$ cat src/rtl/sar_pkg.sv
package sar_pkg;
  localparam int unsigned DEF_WIDTH = 12;

  typedef enum logic [1:0] {
    ST_IDLE   = 2'd0,
    ST_DECIDE = 2'd1,
    ST_LAST   = 2'd2
  } seq_state_e;
endpackage

$ cat src/rtl/conv_edge.sv
module conv_edge (
  input  logic clk_i,
  input  logic rst_ni,
  input  logic conv_i,
  output logic rise_o
);
  logic conv_n_q, conv_d_q;

  // falling-edge capture sets the setup window to half a clock
  always_ff @(negedge clk_i or negedge rst_ni) begin
    if (!rst_ni) conv_n_q <= 1'b0;
    else         conv_n_q <= conv_i;
  end

  always_ff @(posedge clk_i or negedge rst_ni) begin
    if (!rst_ni) conv_d_q <= 1'b0;
    else         conv_d_q <= conv_n_q;
  end

  assign rise_o = conv_n_q & ~conv_d_q;

  a_r2_rise_single: assert property (@(posedge clk_i) disable iff (!rst_ni)
    rise_o |=> !rise_o);
endmodule

$ cat src/rtl/sar_seq.sv
module sar_seq
  import sar_pkg::*;
#(
  parameter int unsigned WIDTH = DEF_WIDTH
) (
  input  logic             clk_i,
  input  logic             rst_ni,
  input  logic             rise_i,
  input  logic             cmp_i,
  output logic             start_o,
  output logic             dec_vld_o,
  output logic             dec_bit_o,
  output logic             dec_msb_o,
  output logic             finish_o,
  output logic [WIDTH-1:0] trial_o,
  output logic             hold_o,
  output logic             done_o
);
  localparam int unsigned IDXW = (WIDTH > 1) ? $clog2(WIDTH) : 1;
  localparam logic [WIDTH-1:0] MSB_ONE = {1'b1, {(WIDTH-1){1'b0}}};
  localparam logic [IDXW-1:0]  TOP_IDX = IDXW'(WIDTH - 1);

  seq_state_e       state_q;
  logic [IDXW-1:0]  idx_q;
  logic [WIDTH-1:0] sar_q, sar_nxt;
  logic             hold_q, done_q;

  // per-bit update: decided bit takes cmp, next lower bit becomes trial
  for (genvar g = 0; g < WIDTH; g++) begin : g_bit
    always_comb begin
      if (int'(idx_q) == g)          sar_nxt[g] = cmp_i;
      else if (int'(idx_q) == g + 1) sar_nxt[g] = 1'b1;
      else                           sar_nxt[g] = sar_q[g];
    end
  end

  assign start_o = (state_q == ST_IDLE) && rise_i;

  always_ff @(posedge clk_i or negedge rst_ni) begin
    if (!rst_ni) begin
      state_q <= ST_IDLE;
      idx_q   <= '0;
      sar_q   <= '0;
      hold_q  <= 1'b0;
      done_q  <= 1'b0;
    end else begin
      unique case (state_q)
        ST_IDLE: begin
          if (rise_i) begin
            state_q <= ST_DECIDE;
            sar_q   <= MSB_ONE;
            idx_q   <= TOP_IDX;
            hold_q  <= 1'b1;
          end
        end
        ST_DECIDE: begin
          sar_q <= sar_nxt;
          if (idx_q == '0) begin
            state_q <= ST_LAST;
            done_q  <= 1'b1;
          end else begin
            idx_q <= idx_q - IDXW'(1);
          end
        end
        ST_LAST: begin
          state_q <= ST_IDLE;
          hold_q  <= 1'b0;
          done_q  <= 1'b0;
        end
        default: state_q <= ST_IDLE;
      endcase
    end
  end

  assign dec_vld_o = (state_q == ST_DECIDE);
  assign dec_bit_o = cmp_i;
  assign dec_msb_o = (idx_q == TOP_IDX);
  assign finish_o  = (state_q == ST_LAST);
  assign trial_o   = sar_q;
  assign hold_o    = hold_q;
  assign done_o    = done_q;

  a_r3_msb_trial: assert property (@(posedge clk_i) disable iff (!rst_ni)
    $rose(hold_q) |-> (sar_q == MSB_ONE));
  a_r7_done_single: assert property (@(posedge clk_i) disable iff (!rst_ni)
    done_q |=> !done_q);
  a_r8_hold_release: assert property (@(posedge clk_i) disable iff (!rst_ni)
    done_q |=> !hold_q);
  a_r9_no_restart: assert property (@(posedge clk_i) disable iff (!rst_ni)
    (state_q == ST_DECIDE) |=> hold_q);
  a_r8_result_kept: assert property (@(posedge clk_i) disable iff (!rst_ni)
    finish_o |=> $stable(sar_q));
endmodule

$ cat src/rtl/ser_out.sv
module ser_out (
  input  logic clk_i,
  input  logic rst_ni,
  input  logic start_i,
  input  logic rdy_i,
  input  logic bipolar_i,
  input  logic dec_vld_i,
  input  logic dec_bit_i,
  input  logic dec_msb_i,
  input  logic finish_i,
  input  logic hold_i,
  input  logic done_i,
  output logic dout_o,
  output logic oe_o
);
  logic d_q, oe_q;

  always_ff @(posedge clk_i or negedge rst_ni) begin
    if (!rst_ni) begin
      d_q  <= 1'b0;
      oe_q <= 1'b0;
    end else if (start_i) begin
      d_q  <= rdy_i;
      oe_q <= 1'b1;
    end else if (dec_vld_i) begin
      // inverting the MSB turns offset binary into two's complement
      d_q <= dec_bit_i ^ (bipolar_i & dec_msb_i);
    end else if (finish_i) begin
      d_q  <= 1'b0;
      oe_q <= 1'b0;
    end
  end

  assign dout_o = d_q;
  assign oe_o   = oe_q;

  a_r5_oe_with_hold: assert property (@(posedge clk_i) disable iff (!rst_ni)
    hold_i |-> oe_q);
  a_r8_float_after_done: assert property (@(posedge clk_i) disable iff (!rst_ni)
    done_i |=> !oe_q);
endmodule

$ cat src/rtl/sar_conv_seq.sv
module sar_conv_seq
  import sar_pkg::*;
#(
  parameter int unsigned WIDTH = DEF_WIDTH
) (
  input  logic             clk_i,
  input  logic             rst_ni,
  input  logic             conv_i,
  input  logic             cmp_i,
  input  logic             ref_rdy_i,
  input  logic             bipolar_i,
  output logic [WIDTH-1:0] dac_o,
  output logic             hold_o,
  output logic             done_o,
  output logic             dout_o,
  output logic             dout_oe_o
);
  logic rise, start, dec_vld, dec_bit, dec_msb, finish;

  conv_edge u_edge (
    .clk_i  (clk_i),
    .rst_ni (rst_ni),
    .conv_i (conv_i),
    .rise_o (rise)
  );

  sar_seq #(.WIDTH(WIDTH)) u_seq (
    .clk_i     (clk_i),
    .rst_ni    (rst_ni),
    .rise_i    (rise),
    .cmp_i     (cmp_i),
    .start_o   (start),
    .dec_vld_o (dec_vld),
    .dec_bit_o (dec_bit),
    .dec_msb_o (dec_msb),
    .finish_o  (finish),
    .trial_o   (dac_o),
    .hold_o    (hold_o),
    .done_o    (done_o)
  );

  ser_out u_ser (
    .clk_i     (clk_i),
    .rst_ni    (rst_ni),
    .start_i   (start),
    .rdy_i     (ref_rdy_i),
    .bipolar_i (bipolar_i),
    .dec_vld_i (dec_vld),
    .dec_bit_i (dec_bit),
    .dec_msb_i (dec_msb),
    .finish_i  (finish),
    .hold_i    (hold_o),
    .done_i    (done_o),
    .dout_o    (dout_o),
    .oe_o      (dout_oe_o)
  );
endmodule

$ cat config.mk
export PLATFORM = sky130hd
export DESIGN_NAME = sar_conv_seq
export DESIGN_NICKNAME = d
export VERILOG_FILES = /design/src/rtl/sar_pkg.sv /design/src/rtl/conv_edge.sv /design/src/rtl/sar_seq.sv /design/src/rtl/ser_out.sv /design/src/rtl/sar_conv_seq.sv
export SDC_FILE = /design/constraint.sdc
export NUM_CORES = 1
export LEC_CHECK = 0
export ABC_AREA = 1
export BUFFER_PORTS_ARGS = -buffer_cell sky130_fd_sc_hd__buf_2
export CAP_MARGIN = 20
export CORE_MARGIN = 4
export CORE_UTILIZATION = 60
export CTS_CLUSTER_DIAMETER = 50
export CTS_CLUSTER_SIZE = 14
export DETAILED_ROUTE_END_ITERATION = 7
export PLACE_DENSITY = 0.86
export SYNTH_ARGS = -nofsm -noshare
export SYNTH_HDL_FRONTEND = slang
export SYNTH_SLANG_ARGS = --single-unit
$ cat constraint.sdc
create_clock -name clk_i -period 4.06 [get_ports clk_i]
set_input_delay 0.406 -clock clk_i [delete_from_list [all_inputs] [get_ports clk_i]]
set_output_delay 0.406 -clock clk_i [all_outputs]
set_load 0.02 [all_outputs]
==> flow_summary.rst, run 1 <==
.. list-table::
   :header-rows: 1

   * - Metric
     - Value
   * - Required time of the critical path
     - 4.28 ns
   * - Final net count
     - 240
   * - Final Hold Slack
     - 0.04014 ns
   * - Post-synth top cells
     - nand2_1, nand3_1, dfrtp_1, inv_1, nand4_1
   * - Fraction of registers with async set or reset after synthesis
     - 100.0%
   * - Total gr overflow
     - 0
   * - Vias/cell
     - between 5 and 6
   * - Antenna Nets Post-Route
     - 0
   * - First-pass iteration count of the detailed router
     - 4
   * - Critical Path End Type
     - flop
   * - Most frequent cell after synthesis
     - nand2_1
   * - Remaining DRCs
     - 0
   * - Total of fill cells in the finished design
     - 201
   * - Arrival time of the worst setup path
     - 3.66 ns
   * - Unrepaired setup endpoints after global routing
     - no
   * - Worst min-delay path class
     - input port to async pin
   * - Placed Area
     - 1644 um2
   * - Clock slew at the register clock pins of the worst setup and hold paths
     - 0.13 ns
   * - Count of hold buffers inserted by post-cts repair
     - 0
   * - Floorplan die height
     - between 50 and 60 um
   * - Total number of clock tree sinks
     - 24
   * - Synthesis-stage register bit count
     - 24
   * - Worst setup slack after layout
     - 0.6198 ns
   * - Number of distinct library cells after synthesis
     - 22
   * - Final Core Density
     - 67.83%
   * - Final weighted congestion in routability-driven placement
     - between 0.8 and 0.9
   * - Pre-CTS worst setup slack
     - 0.6423 ns
   * - Cell with the most instances on the worst path
     - nand2_2
   * - Gate count of the mapped netlist
     - 209
   * - Post-CTS Repair Setup Buffers
     - 0
   * - Number of inserted diodes
     - 0
   * - Detailed placer's ending HPWL
     - 2.179 mm
   * - Reg-to-Reg Start
     - u_edge.conv_n_q$_DFF_NN0_
   * - Via count of the first global-routing pass
     - 1288
   * - Wire length on met1
     - 1.446 mm
   * - Number of nets in the synthesized netlist
     - ~220
   * - Cell area after synthesis
     - 1570 um2
   * - Port buffer count
     - 21
   * - Yosys top cell by area
     - dfrtp_1
   * - Worst R2R Setup Slack
     - approximately 0.62 ns
   * - Max Buffers Root-to-Sink
     - 2
   * - Area inside the core boundary
     - 2477 um2
   * - Number of warnings issued by yosys
     - 0
   * - Number of antenna violations at the first check in global routing
     - 0
   * - Max Clock Skew
     - around 0.0096 ns
   * - Total Routed Length
     - 3.108 mm
   * - Worst Max-Slew Pin Slew
     - between 0.6 and 0.7 ns
   * - First-pass GRT wire length
     - around 5.4 mm
   * - Overall die area
     - 3499 um2
   * - Worst vdd ir
     - 0.4773 mV
   * - Final non-filler cell area
     - 1680 um2
   * - Growth of design area from synthesis to finish
     - 7.012%
   * - Areal power density over the cells
     - 793.9 nW/um2
   * - Clock latency on the worst-skew pair
     - 0.32 ns
   * - PnR Total Power
     - 1.334 mW
   * - Most used DFF post-synth
     - dfrtp_1
   * - Crit Path Max Fanout
     - 25
   * - Library cell used as clock root buffer
     - clkbuf_4
   * - Setup crit start
     - u_edge.conv_n_q$_DFF_NN0_
   * - Cell Chain, Critical Path
     - nand3_2, nand2_2, nand2_2, nand2_1, o21ai_1
   * - Number of setup violations in the final report
     - 0
   * - Met3 wirelength from detailed routing
     - 150 um
   * - Critical path startpoint category
     - flop
   * - I/O pin count
     - 22
   * - WL met2
     - 1.483 mm
   * - Depth of the worst register-to-register path
     - 5
   * - Routed wirelength normalized by instance count
     - 12.24 um
   * - CTS tree
     - done
   * - Crit path kind
     - flop to flop
   * - Multi-input gate area
     - 819.5 um2
   * - Sequential cell area
     - between 600 and 700 um2
   * - Outcome
     - finished clean
   * - Number of hold-slack violations in the final timing report
     - 0
   * - Non-filler cells, final
     - roughly 250
   * - Max-Slew Margin vs Limit
     - 56.28%
   * - Layout cells sized above 1
     - 16.96%
   * - Dpl cells
     - 250
   * - Die Span X
     - 59.16 um
   * - Detailed-route via count
     - 1385
   * - RR Endpoint
     - u_seq.idx_q[2]$_DFFE_PN0P_
   * - Maximum number of pins on one net before global-route repair
     - 33
   * - Cts bufs inserted
     - 3
   * - Worst setup path endpoint
     - u_seq.idx_q[2]$_DFFE_PN0P_
   * - Gates resized, CTS repair
     - 0
   * - Syn_area_per_cell
     - 7.513 um2
   * - Number of slew-limit violations in the final report
     - 0
   * - Slowest stage cell on the critical path
     - dfrtn_1
   * - Max incr delay on CP
     - approximately 0.45 ns
   * - # Max-Cap Violations
     - 0
   * - Main area contributors after synthesis
     - dfrtp_1, nand2_1, nand3_1
   * - Number of enable-type register cells in the synthesized netlist
     - 0
   * - Sum Neg Setup Slack
     - 0 ns
   * - GRT Resource Usage Total
     - between 10% and 20%
   * - Htree depth
     - 1
   * - Leak pwr
     - 0.9334 nW
   * - Initial DRC count
     - between 70 and 80
   * - Cell Rows
     - 18
   * - Highest signal layer in the routed design
     - met4
   * - Area share of the largest cell type after synthesis
     - 36.65%
   * - Starting density of the core
     - 63.38%
   * - Sequential cell area fraction in the yosys report
     - around two fifths
[kinds of logic after synthesis]
logic type / count (synthesis) / share of synthesized area (%)
AOI/OAI and AO/OA: 11 / 3.824
DFF: 24 / 38.25
adders and majority gates: 9 / 7.171
xor gates and xnor gates: 1 / 0.5579
buffers and inverters: 30 / 9.561
and+or+nand+nor: 134 / 40.64
[state kept, by name (all words and copies together), names as in the netlist]
signal / count
u_seq.done_o: 1
u_seq.trial_o: 12
u_seq.idx_q: 4
u_edge.conv_d_q: 1
u_edge.conv_n_q: 1
u_seq.hold_o: 1
u_ser.dout_o: 1
u_ser.oe_o: 1
u_seq.state_q: 2
[worst max-delay path, delay by kind of cell (launching register included)]
family / cells / cell delay (ns)
AO/OA/AOI/OAI: 1 / 0.07
AND/OR/NAND/NOR: 4 / 0.79
flip-flops: 1 / 0.45
[per-layer routing]
metal,track usage (%),vias to the layer above
li1,-,718
met5,0,-
met2,34.07,38
met1,25.41,625
met3,2.832,4
met4,7.767,0
[worst min path at each step]
stage / start / slack (ns) / end / cells past startpoint
final: rst_ni / 0.04 / u_seq.done_o$_DFFE_PN0P_ / 1
after CTS: rst_ni / 0.07 / u_seq.trial_o[4]$_DFFE_PN0P_ / 1
after floorplan: rst_ni / 0.11 / u_edge.conv_d_q$_DFF_PN0_ / 0
after detailed placement: rst_ni / 0.42 / u_seq.hold_o$_DFFE_PN0P_ / 1
after global routing: rst_ni / 0.07 / u_seq.hold_o$_DFFE_PN0P_ / 1
after global placement: rst_ni / 0.41 / u_ser.oe_o$_DFFE_PN0P_ / 1
[placed cells by master, fill, tap and decap left out, types with 3 or more instances in the layout]
cell type | synthesis | routed
nand3_2 | 6 | 6
nand2_1 | 78 | 78
dfrtp_1 | 23 | 23
nor2_1 | 3 | 3
buf_2 | 4 | 21
o21ai_0 | 7 | 7
nand4_1 | 17 | 17
clkbuf_4 | 0 | 3
inv_1 | 17 | 17
nand3_1 | 25 | 25
ha_1 | 9 | 9
[power breakdown]
group / internal, mW / switching (mW) / total (mW)
Clock: 0.0548 / 0.0727 / 0.128
Combinational: 0.253 / 0.523 / 0.776
Sequential: 0.327 / 0.103 / 0.430
Total: 0.635 / 0.699 / 1.33
[final cells by class]
type                       count  area share [%]
clock buffer                   4           2.159
tap                           30           2.234
multi-input combinational    155           48.77
inverter                      19           4.393
timing repair buffer          22           6.701
sequential                    24           35.74
(Power assumes the default switching activity.)
==> inputs of run 2 (changes only) <==
ABC_AREA = 0   (was 1)
CORE_UTILIZATION = 52   (was 60)
PLACE_DENSITY = 0.79   (was 0.86)
clock period = 3 ns   (was 4.06 ns; I/O delays follow)
==> flow_summary.rst, run 2 <==
.. list-table::
   :header-rows: 1

   * - Metric
     - Value
   * - Number of distinct library cells after synthesis
     - 54 (+150%)
   * - First-pass iteration count of the detailed router
     - 4 (unchanged)
   * - Max incr delay on CP
     - 0.44 ns (about the same)
   * - Starting density of the core
     - 55.44% (-7.9 points)
   * - Worst vdd ir
     - 0.6456 mV (+35%)
   * - Cts bufs inserted
     - 3 (unchanged)
   * - Largest delay share family, worst path
     - compound AO/OA/AOI/OAI gates
   * - Number of flip-flops under the largest register name
     - 12 (unchanged)
   * - Htree depth
     - 1 (unchanged)
   * - Synthesis-stage register bit count
     - 24 (unchanged)
   * - Final net count
     - 198 (-18%)
   * - Post-CTS Repair Setup Buffers
     - 0 (unchanged)
   * - Fraction of registers with async set or reset after synthesis
     - 100.0% (unchanged)
   * - Outcome
     - finished clean
   * - Detailed-route via count
     - 1378 (-0.51%)
   * - Crit Path Max Fanout
     - 10 (-60%)
   * - Syn_area_per_cell
     - 10.55 um2 (+40%)
   * - Area inside the core boundary
     - 3103 um2 (+25%)
   * - Number of antenna violations at the first check in global routing
     - 0 (unchanged)
   * - Main area contributors after synthesis
     - dfrtp_1, ha_1, buf_6
   * - Gates resized, CTS repair
     - 0 (unchanged)
   * - WP buf/inv
     - 1 (+1)
   * - Die Span X
     - 65.52 um (+11%)
   * - Yosys top cell by area
     - dfrtp_1
   * - Cell Rows
     - 20 (+2)
   * - Vias/cell
     - 6.097 (+12%)
   * - Area share of the largest cell type after synthesis
     - 33.45% (-3.2 points)
   * - Crit path kind
     - flop to flop
   * - Port buffer count
     - 21 (unchanged)
   * - Clock slew at the register clock pins of the worst setup and hold paths
     - 0.14 ns (about the same)
   * - Non-filler cells, final
     - 226 (-11%)
   * - Number of enable-type register cells in the synthesized netlist
     - 0 (unchanged)
   * - Maximum number of pins on one net before global-route repair
     - 24 (-27%)
   * - GRT Resource Usage Total
     - 19.55% (-0.42 points)
   * - Growth of design area from synthesis to finish
     - 8.000%
   * - Required time of the critical path
     - 3.28 ns (-1.00 ns)
   * - Highest-count cells in the layout ignoring fill and taps
     - dfrtp_1, buf_2, inv_1, ha_1, nand3_1
   * - Post-synth top cells
     - dfrtp_1, inv_1, ha_1, nand3_1
   * - First-pass GRT wire length
     - 6.472 mm (+20%)
   * - Routed wirelength normalized by instance count
     - 17.84 um (+46%)
   * - Most used DFF post-synth
     - dfrtp_1
   * - Overall die area
     - 4293 um2 (+23%)
   * - Leak pwr
     - 0.8008 nW (-14%)
   * - Sum Neg Setup Slack
     - 0 ns (unchanged)
   * - Final weighted congestion in routability-driven placement
     - 0.8465 (+0.52%)
   * - Number of hold-slack violations in the final timing report
     - 0 (unchanged)
   * - I/O pin count
     - 22 (unchanged)
   * - Dpl cells
     - 221 (-12%)
   * - Detailed placer's ending HPWL
     - 2.917 mm (+34%)
   * - Number of nets in the synthesized netlist
     - 178 (-21%)
   * - Total Routed Length
     - 4.031 mm (+30%)
   * - Number of setup violations in the final report
     - 0 (unchanged)
   * - Floorplan die height
     - 65.52 um (+11%)
   * - Cell area after synthesis
     - 1720 um2 (+9.6%)
   * - Gate count of the mapped netlist
     - 163 (-22%)
   * - Unrepaired setup endpoints after global routing
     - no
   * - CTS tree
     - done
   * - Antenna Nets Post-Route
     - 0 (unchanged)
   * - Clock latency on the worst-skew pair
     - 0.33 ns (about the same)
   * - Number of inserted diodes
     - 0 (unchanged)
   * - Number of slew-limit violations in the final report
     - 0 (unchanged)
   * - Count of hold buffers inserted by post-cts repair
     - 1 (+1)
   * - Max Clock Skew
     - 0.01001 ns (+0.0004448 ns)
   * - Number of warnings issued by yosys
     - 0 (unchanged)
   * - Via count of the first global-routing pass
     - 1335 (+3.6%)
   * - Layout cells sized above 1
     - 29.12% (+12 points)
   * - Max-Slew Margin vs Limit
     - 50.25% (-6.0 points)
   * - Worst Max-Slew Pin Slew
     - 0.7462 ns (+0.09042 ns)
   * - Total gr overflow
     - 0 (unchanged)
   * - Arrival time of the worst setup path
     - 3.17 ns (-0.49 ns)
   * - Cell Chain, Critical Path
     - buf_4, nand3b_4, a211oi_2, a31o_1
   * - Slowest stage cell on the critical path
     - dfrtn_1
   * - Sequential cell area fraction in the yosys report
     - 34.91% (-3.3 points)
   * - Areal power density over the cells
     - 1052 nW/um2 (+32%)
   * - Commonest non-fill, non-tap cell in the layout
     - dfrtp_1
   * - Critical path startpoint category
     - flop
   * - Initial DRC count
     - 71 (-4.1%)
   * - Most frequent cell after synthesis
     - dfrtp_1
   * - Critical Path End Type
     - flop
   * - Worst min-delay path class
     - input port to flop
   * - Total number of clock tree sinks
     - 24 (unchanged)
   * - Library cell used as clock root buffer
     - clkbuf_4
   * - Max Buffers Root-to-Sink
     - 2 (unchanged)
   * - Remaining DRCs
     - 0 (unchanged)
   * - # Max-Cap Violations
     - 0 (unchanged)
-- run 2: cell count changes after synthesis, sizes merged, moves of 5 or more --
cell / change
nand2: -74
nand4: -17
nand3: -23
a211oi: +5
nor2b: +5
a21oi: +6
inv: -7
-- run 2: metal layers --
metal  vias up  global-route usage, %  part of all wire, %
met5         -                      0                    0
met4         0                  6.218                  1.5
li1        650                      -                    -
met1       674                  26.47                   45
met3         7                  2.393                  4.9
met2        47                  32.36                   49
-- run 2: worst min-delay path, delay by kind of cell --
family / cells / cell delay (ns)
compound gates: 1 / 0.07
buf+inv: 1 / 0.07
mux: 1 / 0.05
-- run 2: stage by stage --
step / hold slack, ns / utilization [%] / cell area (um2) / power [mW] / worst slack, ns
5_1_grt: 0.2439 / 59.88 / 1858 / 2.088 / 0.01367
3_5_place_dp: 0.3309 / 58.71 / 1822 / 1.799 / 0.1094
6_report: 0.2079 / 59.88 / 1858 / 1.954 / 0.1079
4_1_cts: 0.2088 / 59.88 / 1858 / 1.956 / 0.1057
3_3_place_gp: 0.3293 / 58.71 / 1822 / 1.754 / 0.1669
2_1_floorplan: 0.004409 / - / 1720 / 1.547 / 0.2250
-- run 2: final timing paths --
path | from | endpoint | slack (ns) | cells after the start
setup / recovery | u_edge.conv_n_q$_DFF_NN0_ | u_seq.trial_o[2]$_DFFE_PN0P_ | 0.11 | 4
hold / removal | ref_rdy_i | u_ser.dout_o$_DFFE_PN0P_ | 0.21 | 3
setup reg to reg | u_edge.conv_n_q$_DFF_NN0_ | u_seq.trial_o[2]$_DFFE_PN0P_ | 0.11 | 4
hold reg to reg | u_seq.trial_o[4]$_DFFE_PN0P_ | u_seq.trial_o[4]$_DFFE_PN0P_ | 0.53 | 1
max in group asynchronous | rst_ni | u_edge.conv_n_q$_DFF_NN0_ | 1.21 | 2
min in group asynchronous | rst_ni | u_seq.trial_o[11]$_DFFE_PN0P_ | 0.49 | 3
-- run 2: area by class of cell --
| cell class | count | area (um2) |
|---|---|---|
| inverter | 12 | 45.04 |
| timing repair buffer | 28 | 160.2 |
| fill | 295 | 1245 |
| sequential | 24 | 600.6 |
| multi-input combinational | 114 | 970.9 |
| clock buffer | 4 | 26.28 |
| tap | 44 | 55.05 |
-- run 2: report_power, final --
group / internal [mW] / switching, mW / leakage, nW
registers: 0.452 / 0.157 / 0.280
logic: 0.456 / 0.734 / 0.506
clock network: 0.0522 / 0.103 / 0.0150
-- run 2: cell families after synthesis --
logic type | synth area share, %
adders and majority gates | 6.546
buffers and inverters | 8.654
muxes | 5.163
AOI/OAI and AO/OA | 27.20
xor gates and xnor gates | 0.5092
DFF | 34.91
and+or+nand+nor | 17.02
